$ cat config.mk
export PLATFORM = sky130hd
export DESIGN_NAME = rtc_calendar_core
export DESIGN_NICKNAME = d
export VERILOG_FILES = /design/src/rtl/rtc_pkg.sv /design/src/rtl/rtc_prescaler.sv /design/src/rtl/rtc_codec.sv /design/src/rtl/rtc_time_chain.sv /design/src/rtl/rtc_calendar_core.sv
export SDC_FILE = /design/constraint.sdc
export NUM_CORES = 1
export LEC_CHECK = 0
export BUFFER_PORTS_ARGS = -buffer_cell sky130_fd_sc_hd__buf_2
export CORE_MARGIN = 10
export CORE_UTILIZATION = 50
export DETAILED_ROUTE_END_ITERATION = 10
export GPL_TIMING_DRIVEN = 0
export PLACE_DENSITY_LB_ADDON = 0.2
export SYNTH_ARGS = -nofsm -noshare
export SYNTH_HDL_FRONTEND = slang
export SYNTH_HIERARCHICAL = 1
export SYNTH_SLANG_ARGS = --single-unit
$ cat constraint.sdc
create_clock -name clk_i -period 5.3 [get_ports clk_i]
set_clock_uncertainty 0.15 [all_clocks]
set_input_delay 0.265 -clock clk_i [delete_from_list [all_inputs] [get_ports clk_i]]
set_output_delay 0.265 -clock clk_i [all_outputs]
set_load 0.01 [all_outputs]
$ cat src/rtl/rtc_pkg.sv
package rtc_pkg;
  localparam logic [3:0] IDX_SEC    = 4'd0;
  localparam logic [3:0] IDX_MIN    = 4'd1;
  localparam logic [3:0] IDX_HOUR   = 4'd2;
  localparam logic [3:0] IDX_WDAY   = 4'd3;
  localparam logic [3:0] IDX_MDAY   = 4'd4;
  localparam logic [3:0] IDX_MONTH  = 4'd5;
  localparam logic [3:0] IDX_YEAR   = 4'd6;
  localparam logic [3:0] IDX_CENT   = 4'd7;
  localparam logic [3:0] IDX_CTRL_A = 4'd8;
  localparam logic [3:0] IDX_CTRL_B = 4'd9;
  localparam logic [3:0] IDX_STAT   = 4'd10;

  typedef struct packed {
    logic [6:0] sec;
    logic [6:0] minute;
    logic [6:0] hour;
    logic [6:0] wday;
    logic [6:0] mday;
    logic [6:0] month;
    logic [6:0] year;
    logic [6:0] cent;
  } rtc_time_t;

  function automatic logic [7:0] bin_to_bcd(input logic [6:0] v);
    logic [6:0] t, u;
    t = v / 7'd10;
    u = v % 7'd10;
    return {t[3:0], u[3:0]};
  endfunction

  function automatic logic [6:0] bcd_to_bin(input logic [7:0] b);
    logic [7:0] r;
    r = 8'(b[7:4]) * 8'd10 + 8'(b[3:0]);
    return r[6:0];
  endfunction

  function automatic logic [6:0] month_days(input logic [6:0] mon, input logic [6:0] yr);
    case (mon)
      7'd2:                     return (yr[1:0] == 2'b00) ? 7'd29 : 7'd28;
      7'd4, 7'd6, 7'd9, 7'd11:  return 7'd30;
      default:                  return 7'd31;
    endcase
  endfunction
endpackage

$ cat src/rtl/rtc_prescaler.sv
module rtc_prescaler #(
  parameter int unsigned TICKS_PER_SEC = 32768,
  parameter int unsigned UIP_TICKS     = 8
) (
  input  logic clk_i,
  input  logic rst_ni,
  input  logic tick_i,
  input  logic hold_i,
  input  logic release_i,
  input  logic count_en_i,
  output logic step_o,
  output logic uip_o
);
  localparam int unsigned PW = $clog2(TICKS_PER_SEC);
  localparam logic [PW-1:0] LAST     = PW'(TICKS_PER_SEC - 1);
  localparam logic [PW-1:0] HALF     = PW'(TICKS_PER_SEC / 2);
  localparam logic [PW-1:0] UIP_FROM = PW'(TICKS_PER_SEC - UIP_TICKS);

  logic [PW-1:0] presc_q;

  assign step_o = tick_i && !hold_i && (presc_q == LAST);
  assign uip_o  = count_en_i && (presc_q >= UIP_FROM);

  always_ff @(posedge clk_i or negedge rst_ni) begin
    if (!rst_ni)          presc_q <= '0;
    else if (release_i)   presc_q <= HALF;     // first update half a second out
    else if (hold_i)      presc_q <= '0;
    else if (tick_i)      presc_q <= (presc_q == LAST) ? '0 : presc_q + 1'b1;
  end

  AST_UIP_DROPS_AFTER_STEP: assert property (@(posedge clk_i) disable iff (!rst_ni)
    step_o |=> !uip_o);
endmodule

$ cat src/rtl/rtc_codec.sv
module rtc_codec
  import rtc_pkg::*;
(
  input  logic       binary_i,
  input  logic       h24_i,
  input  logic [2:0] sel_i,
  input  logic [7:0] wr_data_i,
  input  rtc_time_t  time_i,
  output logic [6:0] wr_val_o,
  output logic [7:0] rd_val_o
);
  logic       is_hour12;
  logic [6:0] fld, h12, raw;

  assign is_hour12 = (sel_i == IDX_HOUR[2:0]) && !h24_i;

  always_comb begin
    case (sel_i)
      3'd0:    fld = time_i.sec;
      3'd1:    fld = time_i.minute;
      3'd2:    fld = time_i.hour;
      3'd3:    fld = time_i.wday;
      3'd4:    fld = time_i.mday;
      3'd5:    fld = time_i.month;
      3'd6:    fld = time_i.year;
      default: fld = time_i.cent;
    endcase
    h12 = fld % 7'd12;
    if (h12 == 7'd0) h12 = 7'd12;
    if (is_hour12)
      rd_val_o = (binary_i ? {1'b0, h12} : bin_to_bcd(h12)) | {(fld >= 7'd12), 7'b0};
    else
      rd_val_o = binary_i ? {1'b0, fld} : bin_to_bcd(fld);
  end

  always_comb begin
    if (is_hour12) begin
      raw      = binary_i ? wr_data_i[6:0] : bcd_to_bin({1'b0, wr_data_i[6:0]});
      wr_val_o = (raw % 7'd12) + (wr_data_i[7] ? 7'd12 : 7'd0);
    end else begin
      raw      = '0;
      wr_val_o = binary_i ? wr_data_i[6:0] : bcd_to_bin(wr_data_i);
    end
  end
endmodule

$ cat src/rtl/rtc_time_chain.sv
module rtc_time_chain
  import rtc_pkg::*;
#(
  parameter int unsigned RST_CENTURY = 20
) (
  input  logic       clk_i,
  input  logic       rst_ni,
  input  logic       step_i,
  input  logic       run_i,
  input  logic       wr_en_i,
  input  logic [2:0] wr_sel_i,
  input  logic [6:0] wr_val_i,
  output rtc_time_t  time_o
);
  localparam rtc_time_t RST_TIME = '{sec: 7'd0, minute: 7'd0, hour: 7'd0, wday: 7'd1,
                                     mday: 7'd1, month: 7'd1, year: 7'd0,
                                     cent: 7'(RST_CENTURY)};
  rtc_time_t cur_q, nxt;

  assign time_o = cur_q;

  always_comb begin
    nxt = cur_q;
    if (step_i && run_i) begin
      if (cur_q.sec >= 7'd59) begin
        nxt.sec = 7'd0;
        if (cur_q.minute >= 7'd59) begin
          nxt.minute = 7'd0;
          if (cur_q.hour >= 7'd23) begin
            nxt.hour = 7'd0;
            nxt.wday = (cur_q.wday >= 7'd7) ? 7'd1 : cur_q.wday + 7'd1;
            if (cur_q.mday >= month_days(cur_q.month, cur_q.year)) begin
              nxt.mday = 7'd1;
              if (cur_q.month >= 7'd12) begin
                nxt.month = 7'd1;
                if (cur_q.year >= 7'd99) begin
                  nxt.year = 7'd0;
                  nxt.cent = (cur_q.cent >= 7'd99) ? 7'd0 : cur_q.cent + 7'd1;
                end else nxt.year = cur_q.year + 7'd1;
              end else nxt.month = cur_q.month + 7'd1;
            end else nxt.mday = cur_q.mday + 7'd1;
          end else nxt.hour = cur_q.hour + 7'd1;
        end else nxt.minute = cur_q.minute + 7'd1;
      end else nxt.sec = cur_q.sec + 7'd1;
    end
    // written field overrides; carries above came from the old value
    if (wr_en_i) begin
      case (wr_sel_i)
        3'd0:    nxt.sec    = wr_val_i;
        3'd1:    nxt.minute = wr_val_i;
        3'd2:    nxt.hour   = wr_val_i;
        3'd3:    nxt.wday   = wr_val_i;
        3'd4:    nxt.mday   = wr_val_i;
        3'd5:    nxt.month  = wr_val_i;
        3'd6:    nxt.year   = wr_val_i;
        default: nxt.cent   = wr_val_i;
      endcase
    end
  end

  always_ff @(posedge clk_i or negedge rst_ni) begin
    if (!rst_ni) cur_q <= RST_TIME;
    else         cur_q <= nxt;
  end

  AST_SEC_WRAP: assert property (@(posedge clk_i) disable iff (!rst_ni)
    (step_i && run_i && !wr_en_i && cur_q.sec == 7'd59) |=> (cur_q.sec == 7'd0));
endmodule

$ cat src/rtl/rtc_calendar_core.sv
module rtc_calendar_core
  import rtc_pkg::*;
#(
  parameter int unsigned TICKS_PER_SEC = 32768,
  parameter int unsigned UIP_TICKS     = 8,
  parameter int unsigned RST_CENTURY   = 20
) (
  input  logic       clk_i,
  input  logic       rst_ni,
  input  logic       tick_i,
  input  logic       wr_en_i,
  input  logic       rd_en_i,
  input  logic [3:0] addr_i,
  input  logic [7:0] wr_data_i,
  output logic [7:0] rd_data_o,
  output logic       uip_o,
  output logic       uf_o
);
  logic [6:0] ctrl_a_q;
  logic [7:0] ctrl_b_q;
  logic       uf_q;
  logic       div_hold, div_ok, frozen, run, release_div, step;
  logic       wr_a, wr_b, wr_time, clr_uf;
  logic [6:0] wr_val;
  logic [7:0] time_rd;
  rtc_time_t  time_q;

  assign div_hold    = (ctrl_a_q[6:5] == 2'b11);
  assign div_ok      = (ctrl_a_q[6:4] <= 3'd2);
  assign frozen      = ctrl_b_q[7];
  assign run         = div_ok && !frozen;
  assign wr_a        = wr_en_i && (addr_i == IDX_CTRL_A);
  assign wr_b        = wr_en_i && (addr_i == IDX_CTRL_B);
  assign wr_time     = wr_en_i && !addr_i[3];
  assign clr_uf      = rd_en_i && (addr_i == IDX_STAT);
  assign release_div = wr_a && div_hold && (wr_data_i[6:4] <= 3'd2);

  rtc_prescaler #(.TICKS_PER_SEC(TICKS_PER_SEC), .UIP_TICKS(UIP_TICKS)) presc_i (
    .clk_i(clk_i), .rst_ni(rst_ni), .tick_i(tick_i), .hold_i(div_hold),
    .release_i(release_div), .count_en_i(run), .step_o(step), .uip_o(uip_o)
  );

  rtc_codec codec_i (
    .binary_i(ctrl_b_q[2]), .h24_i(ctrl_b_q[1]), .sel_i(addr_i[2:0]),
    .wr_data_i(wr_data_i), .time_i(time_q), .wr_val_o(wr_val), .rd_val_o(time_rd)
  );

  rtc_time_chain #(.RST_CENTURY(RST_CENTURY)) chain_i (
    .clk_i(clk_i), .rst_ni(rst_ni), .step_i(step), .run_i(run), .wr_en_i(wr_time),
    .wr_sel_i(addr_i[2:0]), .wr_val_i(wr_val), .time_o(time_q)
  );

  always_ff @(posedge clk_i or negedge rst_ni) begin
    if (!rst_ni) begin
      ctrl_a_q <= 7'h26;
      ctrl_b_q <= 8'h02;
      uf_q     <= 1'b0;
    end else begin
      if (wr_a) ctrl_a_q <= wr_data_i[6:0];
      if (wr_b) ctrl_b_q <= wr_data_i;
      if (step)        uf_q <= 1'b1;   // set beats clear
      else if (clr_uf) uf_q <= 1'b0;
    end
  end

  assign uf_o = uf_q;

  always_comb begin
    if (!addr_i[3]) rd_data_o = time_rd;
    else begin
      case (addr_i)
        IDX_CTRL_A: rd_data_o = {uip_o, ctrl_a_q};
        IDX_CTRL_B: rd_data_o = ctrl_b_q;
        IDX_STAT:   rd_data_o = {3'b000, uf_q, 4'b0000};
        default:    rd_data_o = 8'h00;
      endcase
    end
  end

  AST_UIP_LEADS_STEP: assert property (@(posedge clk_i) disable iff (!rst_ni)
    (step && run) |-> uip_o);
  AST_HOLD_NO_UF: assert property (@(posedge clk_i) disable iff (!rst_ni)
    (div_hold && !uf_q) |=> !uf_q);
  AST_UF_STICKY: assert property (@(posedge clk_i) disable iff (!rst_ni)
    (uf_q && !clr_uf) |=> uf_q);
  AST_SET_FREEZE: assert property (@(posedge clk_i) disable iff (!rst_ni)
    (frozen && !wr_time) |=> $stable(time_q));
endmodule

After elaboration in Yosys (flattened, before gate mapping)
Cells that the tools add are included.
{ "word_totals": {"register_bits": 87, "input_bits": 17, "word_cells": 131} }
{ "classes": {"n_addsub": 12, "n_mul": 2, "div": 6, "n_lt_le_gt_ge": 12, "eq_ne": 16, "mux": 47, "bitwise": 1, "n_reduce_logical": 23} }
{ "op_table": {"columns": ["operator", "n"], "rows": [
  ["$mux 7", 25],
  ["$mux 56", 2],
  ["$mux 15", 4],
  ["$add 7x1->7 const B", 8],
  ["$mux 49", 1],
  ["$pmux 7 s7", 1],
  ["$mux 42", 1],
  ["$mux 35", 1],
  ["$mux 8", 4],
  ["$mod 7x4->7 const B", 4],
  ["$pmux 8 s3", 1],
  ["$mux 21", 1],
  ["$add 15x1->15 const B", 1],
  ["$eq 15x15->1 const B", 1],
  ["$ge 15x15->1 const B", 1],
  ["$add 7x4->7", 2],
  ["$div 7x4->7 const B", 2],
  ["$eq 7x3->1 const B", 2],
  ["$eq 7x4->1 const B", 2],
  ["$ge 7x4->1 const B", 2],
  ["$ge 7x6->1 const B", 2],
  ["$ge 7x7->1 const B", 2],
  ["$mux 14", 1],
  ["$pmux 7 s2", 1],
  ["other kinds (25)", 47]
]} }

Logic depth before layout (Yosys ltp)
Gate-level depths: netlist of the first run.
{ "logic_depth": {"word_depth": 15, "mapped_depth": 22, "mapped_depth_nobuf": 20} }

Modules after synthesis
The synthesis of the first run kept the hierarchy.
{ "modules_own_cells": {"columns": ["module", "instances", "cells_per_inst", "area_each_um2", "seq_area_each_um2"], "rows": [
  ["rtc_time_chain", 1, 413, 3417.0, 1407.6],
  ["rtc_codec", 1, 281, 2103.3, 0.0],
  ["rtc_prescaler", 1, 110, 947.2, 375.4],
  ["rtc_calendar_core", 1, 74, 870.8, 405.4]
]} }

Least setup slack after synthesis of the first run
No wires, ideal clock.
{ "synth_timing": {"path_kind": "input -> output", "from": "in addr_i[0]", "to": "out rd_data_o[1]", "arrival_time_ps": 3965, "required_ps": 4885, "path_slack_ps": 920, "path_stages": 19, "path_buffers": 3, "cell_sequence": "buf_6 buf_12 mux4_2 mux2_2 buf_2 xnor2_1 a221oi_1 xnor2_1 ha_1 inv_1 nor2_2 a22oi_1 a32oi_1 a211oi_1 a211o_1 a32oi_1 xor2_1 inv_1 o21ai_0"} }
{ "synth_via": {"elab_chain_cells": 10, "word_cells_on_any_way": 23, "cone_classes": "div: 3; eq/ne: 9; mux: 7; bitwise: 1; reduce/logical: 3"} }
{ "synth_rtl": {"columns": ["item", "line_no", "rtl"], "rows": [
  ["from (decl)", "rtc_calendar_core.sv:13", "input logic [3:0] addr_i,"],
  ["$eq 3x3->1 (tied with other cells)", "rtc_codec.sv:18", "case (sel_i)"],
  ["$pmux 7 s7", "rtc_codec.sv:18", null],
  ["$mod 7x4->7", "rtc_codec.sv:28", "h12 = fld % 7'd12;"],
  ["$logic_not 7->1", "rtc_codec.sv:29", "if (h12 == 7'd0) h12 = 7'd12;"],
  ["$mux 7", "rtc_codec.sv:29", null],
  ["$mod 7x4->7", "rtc_pkg.sv:28", "u = v % 7'd10;"],
  ["$mux 8", "rtc_codec.sv:31", "rd_val_o = (binary_i ? {1'b0, h12} : bin_to_bcd(h12)) | {(fld >= 7'd12), 7'b0};"],
  ["$or 8x8->8", "rtc_codec.sv:31", null],
  ["$mux 8 (*)", "rtc_codec.sv:30", "if (is_hour12)"],
  ["net time_rd[1]", "rtc_calendar_core.sv:25", "logic [7:0] time_rd;"],
  ["$mux 8 (*)", "rtc_calendar_core.sv:69", "if (!addr_i[3]) rd_data_o = time_rd;"],
  ["to (decl)", "rtc_calendar_core.sv:15", "output logic [7:0] rd_data_o,"]
]} }
Mark *: on every way through the listed nets, which the timed path passes. The rest lies on a longest branch.

Worst setup path after layout of the first run
Ends and elaborated chain as after synthesis.

==> impl_metrics.csv, run 1 <==
group,metric,value,unit
clocking,clk_pin_slew,0.06,ns
global_routing,grt.overflow.total,0,
cells_and_area,nFillCells,1350,
sta,post-route-period-util,0.9697,
die,die_area,0.01992,mm²
global_routing,grt_max_degree,46,
sta,rsz0062_at_grt,"true",
critical_path,cp-end-kind,"output pin",
routing,wirelength,20970,µm
clocking,root_buffer,"clkbuf_16",
clocking,htree_levels,3,
synth,synth_warnings,6,
critical_path,slowest_delay,0.55,ns
sta,slew_violations,0,
die,initial_utilization,0.5068,
routing,wire_per_inst,18.89,µm
die,core_area,0.01448,mm²
die,fp.dieH,141.1,µm
routing,avgViaCountPerCell,6.329,
power,ir_drop,0.2041,mV
routing,firstDrtPassIters,5,
sta,fmaxAchievable,0.1946,GHz
cells_and_area,drive_gt1_frac,0.1566,
sta,fin_tns_setup,0,ns
critical_path,crit_fanout,11,
synth,synth-seq-cells,87,
place,gp_congestion,0.9089,
critical_path,crit_path_cell_trace,"buf_2, buf_6, buf_12, mux4_2, mux2_2, buf_2, xnor2_1, a221oi_2, xnor2_1, ha_2, inv_1, nor2_2, a22oi_1, a32oi_1, a211oi_1, a211o_1, a32oi_1, xor2_1, inv_1, o21ai_1, buf_2",
cells_and_area,layout_commonest_cell,"nand2_1",
sta,hold_violations,0,
global_routing,grt_pass1_wl,33710,µm
status,outcome,"finished, final reports clean",
synth,synth_flop_cell,"dfrtp_1",
clocking,clkSinkCount,87,
synth,synth-edff-count,0,
global_routing,grt_usage,0.2056,
sta,min_period,5.139,ns
synth,yosysUniqueCellTypes,88,
sta,tightest_slew,0.9492,ns
critical_path,cp-start-kind,"input port",
place,port_buffers,26,
critical_path,critPathLaunch,"addr_i[0]",
critical_path,r2r-start,"ctrl_b_q[2]$_DFFE_PN0P_",
job,cap_viol_max_count,0,
sta,setup_viol,0,
routing,final_antenna_net_count,0,
power,leakagePower,3.322,nW
critical_path,cp_top_family,"compound AO/OA/AOI/OAI gates",
min_path,hold_class,"in -> reg",
die,fp-row-count,44,
critical_path,required,4.89,ns
clocking,numCtsBuffers,9,
synth,synth_top_cell_by_area,"dfrtp_1",
min_path,min_from,"rd_en_i",
clocking,cts_tree,"built",
synth,synth_top_area_frac,0.2660,
critical_path,critical_path_class,"in -> out",
sta,relSlewSlack,0.3672,
critical_path,worstPathArrival,4.72,ns
cells_and_area,nNetsFinal,970,
routing,drc,0,
critical_path,critical_path_buf_inv_count,7,
global_routing,first_global_vias,6551,
critical_path,critPathSlowestCell,"mux4_2",
cells_and_area,final_cell_mix,"118 x nand2_1, 77 x dfrtp_1, 68 x o21ai_0, 52 x nor2_1, 47 x nand3_1",
synth,synthTopCellsByArea,"dfrtp_1 27%, nand2_1 6.1%, ha_1 4.9%",
synth,seq_area_frac_synth,0.2982,
global_routing,antenna_found_initial,0,
routing,num_vias,7025,
synth,syn_area_per_cell,8.358,µm²
clocking,insertion_delay,0.36,ns
cells_and_area,postLayoutCoreUtil,0.5604,
synth,syn_nets,927,
routing,drt_iter0_markers,542,
critical_path,critPathMostFrequentCell,"buf_2",
cells_and_area,diodes,0,
synth,netlist_area,0.007338,mm²
cells_and_area,area_delta_synth_final,10.57,%
die,die_width,141.1,µm
clocking,clockBufferDepth,2,
power,p_per_area,388.2,mW/mm²
synth,async_flop_share,1.000,
place,hpwlAfterDp,15190,µm
die,ios,27,
synth,syn_inst,878,
-- cells by family (layout without fill, tap and decap cells) --
kind of cell    count (synthesis)  in the layout  synth area share
flops                          87             87            0.2982
simple gates                  350            350            0.2392
fa+ha+maj                      33             33           0.05899
mux                            46             46           0.07997
compound gates                260            260            0.2418
buf+inv                        79            127           0.05439
xor+xnor                       23             23           0.02745
-- metal layers --
layer  GRT usage  wire length, µm  vias to the layer above
met5           0                0                        -
met4     0.08641              706                        0
met3     0.04132             1435                       54
met2      0.3224             9398                      257
met1      0.2692             9430                     3334
li1            -                -                     3380
-- tightest hold or removal path, stage by stage --
cell	delay [ns]
buf_2	0.10
nand3_1	0.05
a21o_1	0.10
-- final cells by class --
cell class | count | area, µm² | share of cell area
clock buffers | 10 | 239.0 | 0.02945
inverters | 26 | 97.59 | 0.01203
multi-input cells | 712 | 4775 | 0.5884
repair buffers | 34 | 215.2 | 0.02652
well taps | 184 | 230.2 | 0.02837
clock inverters | 6 | 68.82 | 0.008481
plain buffers | 51 | 299.0 | 0.03685
flip-flops and latches | 87 | 2190 | 0.2699
-- repair_timing --
| action | CTS | global route |
|---|---|---|
| pin swaps | 0 | 6 |
| endpoints found under the hold margin | 39 | 0 |
| gates resized for setup | 2 | 9 |
| setup endpoints to repair | 3 | 4 |
| hold buffers | 1 | 0 |
| setup buffers | 0 | 6 |
-- final timing paths --
check	to	slack (ns)	cells past startpoint
max	rd_data_o[1]	0.16	21
min	uf_o$_DFFE_PN0P_	0.05	3
max reg2reg	chain_i/time_o[3]$_DFF_PN0_	0.76	18
min reg2reg	ctrl_a_q[3]$_DFFE_PN0P_	0.36	1
max in group asynchronous	chain_i/time_o[4]$_DFF_PN1_	4.00	3
min in group asynchronous	chain_i/time_o[22]$_DFF_PN0_	0.31	2
-- cells in the mapped netlist (17+ instances only) --
cell type / n
o21ai_0: 70
clkbuf_1: 19
nor4_1: 17
nor2_1: 52
ha_1: 29
nand2_1: 119
xnor2_1: 17
inv_1: 26
a21oi_1: 38
a31oi_1: 18
nand3_1: 47
dfrtp_1: 78
nor3_1: 25
-- state kept, by name, indices dropped and copies added (netlist names) --
register         flops
chain_i/time_o      56
ctrl_a_q             7
ctrl_b_q             8
presc_i/presc_q     15
uf_o                 1
-- per-stage QoR --
step | power, mW | setup WS, ns | cells | hold slack, ns | cell area [µm²]
final | 3.150 | 0.1606 | 1110 | 0.04521 | 8114
after global routing | 3.355 | -0.04911 | 1110 | 0.06330 | 8114
after CTS | 3.089 | 0.03037 | 1105 | 0.04399 | 8050
after detailed placement | 2.409 | -0.1830 | 1089 | 0.1704 | 7729
after global placement | 2.391 | -0.2169 | 1088 | 0.3385 | 7699
after floorplan | 2.016 | 0.9198 | 878 | -0.1806 | 7338
-- report_power, final --
group | switching (mW) | internal [mW] | leakage (nW)
Clock | 0.292 | 0.381 | 0.149
Combinational | 0.815 | 0.616 | 2.11
Sequential | 0.216 | 0.830 | 1.07
Total | 1.32 | 1.83 | 3.32
No activity file was read; power rests on OpenSTA's default activity.
==> run 2, diff against run 1 <==
--- a/config.mk
+++ b/config.mk
@@ -11,6 +11,7 @@
 export DETAILED_ROUTE_END_ITERATION = 10
 export GPL_TIMING_DRIVEN = 0
 export PLACE_DENSITY_LB_ADDON = 0.2
+export RECOVER_POWER = 100
 export SYNTH_ARGS = -nofsm -noshare
 export SYNTH_HDL_FRONTEND = slang
 export SYNTH_HIERARCHICAL = 1
==> run 2 against run 1 <==
The flow now finishes with violations (capacitance limit, slew limit). Combinational power barely moved. Final cell count did not move. Setup slack got worse by 0.017 ns. Sequential share of layout area grew 0.31 points. Count of clock-buffer cells in the layout did not move. Highest routed layer unchanged.
==> impl_metrics.csv, run 2 (same netlist as run 1, synthesis figures left out) <==
group,metric,value,unit
global_routing,antenna_found_initial,0,
global_routing,first_global_vias,6551,
clocking,numCtsBuffers,9,
critical_path,worstPathArrival,4.74,ns
power,ir_drop,0.2015,mV
critical_path,crit_end,"rd_data_o[1]",
power,p_sw,1.317,mW
global_routing,grt.overflow.total,0,
power,p_per_area,389.6,mW/mm²
clocking,root_buffer,"clkbuf_16",
critical_path,cp-start-kind,"input port",
place,gp_congestion,0.9089,
job,cap_viol_max_count,2,
min_path,hold_class,"in -> reg",
cells_and_area,area_delta_synth_final,9.326,%
clocking,cts_tree,"built",
die,fp-row-count,44,
cells_and_area,diodes,0,
die,fp.dieH,141.1,µm
status,outcome,"complete, but fails checks",
clocking,clk_pin_slew,0.06,ns
clocking,insertion_delay,0.36,ns
clocking,htree_levels,3,
critical_path,critical_path_class,"in -> out",
power,clkPwrFrac,0.214,
sta,post-route-period-util,0.9729,
critical_path,r2r-end,"chain_i/time_o[3]$_DFF_PN0_",
routing,drc,0,
clocking,clkSinkCount,87,
die,die_width,141.1,µm
routing,drt_iter0_markers,542,
critical_path,r2r-start,"ctrl_b_q[2]$_DFFE_PN0P_",
cells_and_area,layout_commonest_cell,"nand2_1",
critical_path,required,4.89,ns
critical_path,reg2reg_slack,0.78,ns
critical_path,critPathLaunch,"addr_i[0]",
cells_and_area,instances_no_fill,1110,
clocking,clockBufferDepth,2,
routing,num_vias,7058,
sta,setup_ws,0.1437,ns
sta,tightest_slew,2.300,ns
place,hpwlAfterDp,15190,µm
routing,wire_per_inst,18.94,µm
cells_and_area,drive_gt1_frac,0.1350,
routing,avgViaCountPerCell,6.359,
critical_path,reg2reg_depth,18,
place,place_inst,1089,
routing,wirelength,21030,µm
cells_and_area,largest_register_ff_count,56,
routing,firstDrtPassIters,5,
sta,setup_viol,0,
die,die_area,0.01992,mm²
cells_and_area,final_cell_mix,"118 x nand2_1, 77 x dfrtp_1, 73 x o21ai_0, 52 x nor2_1, 48 x nand3_1",
sta,timing.hold.ws,0.04536,ns
cells_and_area,nNetsFinal,970,
power,combinationalPowerShare,0.452,
sta,slew_violations,90,
sta,hold_violations,0,
die,ios,27,
sta,relSlewSlack,-0.5331,
power,seqPwrFrac,0.333,
power,netSwitchingFraction,0.4213,
critical_path,cp-end-kind,"output pin",
power,internal_power,1.809,mW
status,violations,"capacitance limit, slew limit",
sta,fmaxAchievable,0.1939,GHz
power,leakagePower,3.262,nW
die,core_area,0.01448,mm²
sta,min_period,5.156,ns
critical_path,crit_fanout,11,
sta,rsz0062_at_grt,"true",
global_routing,grt_max_degree,46,
power,total_power,3.126,mW
global_routing,grt_usage,0.2056,
place,port_buffers,26,
cells_and_area,nFillCells,1369,
place,post-place-ws,-0.1830,ns
routing,final_antenna_net_count,0,
global_routing,grt_pass1_wl,33710,µm
die,initial_utilization,0.5068,
[run 2: cell count changes in the layout (fill, tap and decap cells not counted), sizes merged]
cell          change
buf               -5
dlymetal6s4s      +1
clkbuf            +4
[run 2: through the flow]
step	area, µm²	util	setup TNS [ns]
after floorplan	7338	-	0
after global placement	7699	0.5317	-0.5586
after detailed placement	7729	0.5338	-0.4377
after CTS	8050	0.5560	0
after global routing	8023	0.5541	-0.1230
final	8023	0.5541	0
[run 2: power groups by stage]
stage          Sequential (mW)  Combinational [mW]  Clock (mW)
3_5_place_dp              1.05                1.36           0
4_1_cts                   1.04                1.37       0.679
5_1_grt                   1.06                1.56       0.705
2_1_floorplan            0.977                1.04           0
3_3_place_gp              1.05                1.34           0
6_report                  1.04                1.41       0.670
[run 2: cell type report]
cell class              count  area, µm²  area share
plain buffers              51      289.0     0.03603
clock buffers              10      239.0     0.02979
clock inverters             6      68.82    0.008578
inverters                  26      97.59     0.01216
multi-input cells         712       4713      0.5875
flip-flops and latches     87       2190      0.2729
well taps                 184      230.2     0.02870
repair buffers             34      195.2     0.02433
[run 2: worst max-delay path, stage by stage]
cell	delay, ns
buf_2	0.21
buf_6	0.21
buf_12	0.16
mux4_2	0.55
mux2_2	0.38
buf_2	0.22
xnor2_1	0.18
a221oi_2	0.35
xnor2_1	0.17
ha_2	0.28
inv_1	0.12
nor2_2	0.15
a22oi_1	0.08
a32oi_1	0.24
a211oi_1	0.07
a211o_1	0.35
a32oi_1	0.21
xor2_1	0.17
inv_1	0.06
o21ai_1	0.14
buf_2	0.15
[run 2: worst min-delay path by stage]
| stage | from | to | slack (ns) | depth (start not counted) |
|---|---|---|---|---|
| 6_report | rd_en_i | uf_o$_DFFE_PN0P_ | 0.05 | 3 |
| 2_1_floorplan | rst_ni | chain_i/time_o[0]$_DFF_PN0_ | -0.18 | 0 |
| 3_3_place_gp | ctrl_a_q[3]$_DFFE_PN0P_ | ctrl_a_q[3]$_DFFE_PN0P_ | 0.34 | 1 |
| 5_1_grt | wr_data_i[1] | ctrl_b_q[1]$_DFFE_PN1P_ | 0.06 | 2 |
| 3_5_place_dp | rst_ni | chain_i/time_o[48]$_DFF_PN0_ | 0.17 | 1 |
| 4_1_cts | rd_en_i | uf_o$_DFFE_PN0P_ | 0.04 | 3 |
[run 2: what timing repair did]
action | in CTS | in global routing
endpoints found under the setup margin | 3 | 4
hold buffers | 1 | 0
hold endpoints to repair | 39 | 0
pin swaps | 0 | 6
setup buffers | 0 | 6
resized for setup | 2 | 9
[run 2: layer usage]
layer,part of all wire,GRT usage,wire length (µm)
met1,0.45,0.2692,9482
met2,0.45,0.3224,9437
met3,0.067,0.04132,1405
met4,0.033,0.08641,701
met5,0,0,0
==> run 3, diff against run 2 <==
--- a/config.mk
+++ b/config.mk
@@ -7,7 +7,7 @@
 export LEC_CHECK = 0
 export BUFFER_PORTS_ARGS = -buffer_cell sky130_fd_sc_hd__buf_2
 export CORE_MARGIN = 10
-export CORE_UTILIZATION = 50
+export CORE_UTILIZATION = 45
 export DETAILED_ROUTE_END_ITERATION = 10
 export GPL_TIMING_DRIVEN = 0
 export PLACE_DENSITY_LB_ADDON = 0.2
==> constraint.sdc (replaced) <==
create_clock -name clk_i -period 4.4 [get_ports clk_i]
set_clock_uncertainty 0.15 [all_clocks]
set_input_delay 0.22 -clock clk_i [delete_from_list [all_inputs] [get_ports clk_i]]
set_output_delay 0.22 -clock clk_i [all_outputs]
set_load 0.01 [all_outputs]
==> run 3 against run 2 <==
The flow finishes with violations (capacitance limit, slew limit, setup timing). Flip-flop and latch count unchanged. Cell area grew 7.9%. Wire length increased by 6.9%. Largest cell class unchanged.
==> impl_metrics.csv, run 3 (same netlist as run 1, synthesis figures left out) <==
group,metric,value,unit
routing,num_vias,7403,
critical_path,cp_top_family,"compound AO/OA/AOI/OAI gates",
cells_and_area,drive_gt1_frac,0.2058,
place,dpl_cell_area,0.007769,mm²
cells_and_area,fin_area,0.008658,mm²
critical_path,cp-end-kind,"output pin",
sta,setup_viol,4,
clocking,clockBufferDepth,2,
status,outcome,"complete, but fails checks",
min_path,hold_end,"ctrl_b_q[3]$_DFFE_PN0P_",
critical_path,reg2reg_depth,16,
routing,wire_per_inst,19.07,µm
power,ir_drop,0.2200,mV
cells_and_area,final_cell_mix,"117 x nand2_1, 73 x dfrtp_1, 71 x o21ai_0, 51 x nor2_1, 51 x buf_4",
critical_path,critical_path_buf_inv_count,4,
critical_path,required,4.03,ns
critical_path,reg2reg_slack,0.30,ns
power,leakagePower,3.515,nW
sta,post-route-period-util,1.041,
critical_path,worstPathArrival,4.21,ns
critical_path,r2r-start,"ctrl_b_q[2]$_DFFE_PN0P_",
global_routing,grt_usage,0.2019,
global_routing,first_global_vias,6931,
clocking,clk_pin_slew,0.07,ns
power,p_per_area,479.9,mW/mm²
cells_and_area,postLayoutCoreUtil,0.5431,
routing,drt_iter0_markers,725,
die,fp-row-count,46,
clocking,cts_tree,"built",
routing,drc,0,
cells_and_area,layout_commonest_cell,"nand2_1",
sta,rsz0062_at_grt,"true",
routing,avgViaCountPerCell,6.284,
routing,wirelength,22470,µm
global_routing,grt_max_degree,58,
clocking,numCtsBuffers,9,
sta,fmaxAchievable,0.2183,GHz
global_routing,grt.overflow.total,0,
die,core_area,0.01594,mm²
critical_path,critPathSlowestCell,"dfrtp_2",
min_path,min_from,"wr_data_i[3]",
min_path,holdPathStages,2,
critical_path,critical_path_class,"reg -> out",
place,gp_congestion,0.8879,
status,violations,"capacitance limit, slew limit, setup timing",
die,initial_utilization,0.4603,
sta,setup_ws,-0.1815,ns
routing,final_antenna_net_count,0,
sta,slew_violations,32,
clocking,root_buffer,"clkbuf_16",
sta,tightest_slew,1.734,ns
global_routing,grt_pass1_wl,36360,µm
die,fp.dieH,147.7,µm
critical_path,slowest_delay,0.42,ns
cells_and_area,area_delta_synth_final,17.99,%
clocking,clkSinkCount,87,
sta,min_period,4.581,ns
global_routing,antenna_found_initial,0,
critical_path,crit_path_cell_trace,"mux2_4, a221oi_4, o22a_1, buf_6, nand3_4, a311oi_4, a221oi_4, xnor2_1, ha_2, inv_2, nor2_4, a22oi_2, a32oi_1, a211oi_2, a211o_1, a32oi_1, xor2_1, inv_1, o21ai_1, buf_2",
die,die_area,0.02182,mm²
place,hpwlAfterDp,15430,µm
critical_path,crit_fanout,6,
clocking,insertion_delay,0.35,ns
place,port_buffers,26,
sta,hold_violations,0,
min_path,hold_class,"in -> reg",
sta,relSlewSlack,-0.1562,
cells_and_area,diodes,0,
routing,firstDrtPassIters,5,
job,cap_viol_max_count,1,
critical_path,r2r-end,"chain_i/time_o[30]$_DFF_PN0_",
cells_and_area,nNetsFinal,1006,
critical_path,cp-start-kind,"flip-flop",
cells_and_area,largest_register_ff_count,56,
die,ios,27,
clocking,htree_levels,3,
die,die_width,147.7,µm
[run 3: worst max-delay path by stage]
| stage | startpoint | endpoint | cells past startpoint |
|---|---|---|---|
| floorplan | chain_i/time_o[53]$_DFF_PN0_ | rd_data_o[1] | 18 |
| global placement | addr_i[1] | rd_data_o[1] | 21 |
| detailed placement | addr_i[1] | rd_data_o[1] | 21 |
| CTS | chain_i/time_o[48]$_DFF_PN0_ | rd_data_o[1] | 18 |
| global route | chain_i/time_o[37]$_DFF_PN0_ | rd_data_o[1] | 20 |
| finish | chain_i/time_o[37]$_DFF_PN0_ | rd_data_o[1] | 20 |
[run 3: final cells by class]
type / count / area [µm²]
well taps: 216 / 270.3
clock buffers: 10 / 239.0
clock inverters: 6 / 92.59
plain buffers: 49 / 332.8
flip-flops and latches: 87 / 2195
inverters: 26 / 97.59
multi-input cells: 712 / 4947
repair buffers: 72 / 484.2
fillers: 1507 / 7284
[run 3: through the flow]
stage / setup slack [ns] / cells / TNS [ns] / power [mW] / hold WS, ns
2_1_floorplan: 0.06893 / 878 / 0 / 2.429 / -0.2256
3_3_place_gp: -0.9934 / 1120 / -19.98 / 2.890 / 0.3397
3_5_place_dp: -0.9959 / 1121 / -21.49 / 2.906 / 0.04603
4_1_cts: -0.1703 / 1165 / -0.4502 / 4.004 / 0.003288
5_1_grt: -0.3118 / 1178 / -5.413 / 4.409 / 0.01064
6_report: -0.1815 / 1178 / -0.5559 / 4.155 / 0.01660
[run 3: what timing repair did]
| item | 4_1_cts | 5_1_grt |
|---|---|---|
| setup buffers | 26 | 16 |
| pin swaps | 18 | 20 |
| hold buffers | 3 | 0 |
| hold endpoints to repair | 33 | 0 |
| endpoints found under the setup margin | 30 | 36 |
| gates resized for setup | 51 | 40 |
[run 3: power by group]
group | switching, mW | leakage [nW] | total, mW | internal [mW]
logic | 1.12 | 2.30 | 2.05 | 0.928
clock network | 0.342 | 0.155 | 0.858 | 0.516
registers | 0.247 | 1.06 | 1.25 | 1.00
[run 3: routing by layer]
| layer | vias to the layer above | track usage | share of wire |
|---|---|---|---|
| met4 | 0 | 0.06541 | 0.027 |
| met3 | 59 | 0.03785 | 0.063 |
| met2 | 355 | 0.3183 | 0.46 |
| li1 | 3446 | - | - |
| met5 | - | 0 | 0 |
| met1 | 3543 | 0.2725 | 0.45 |
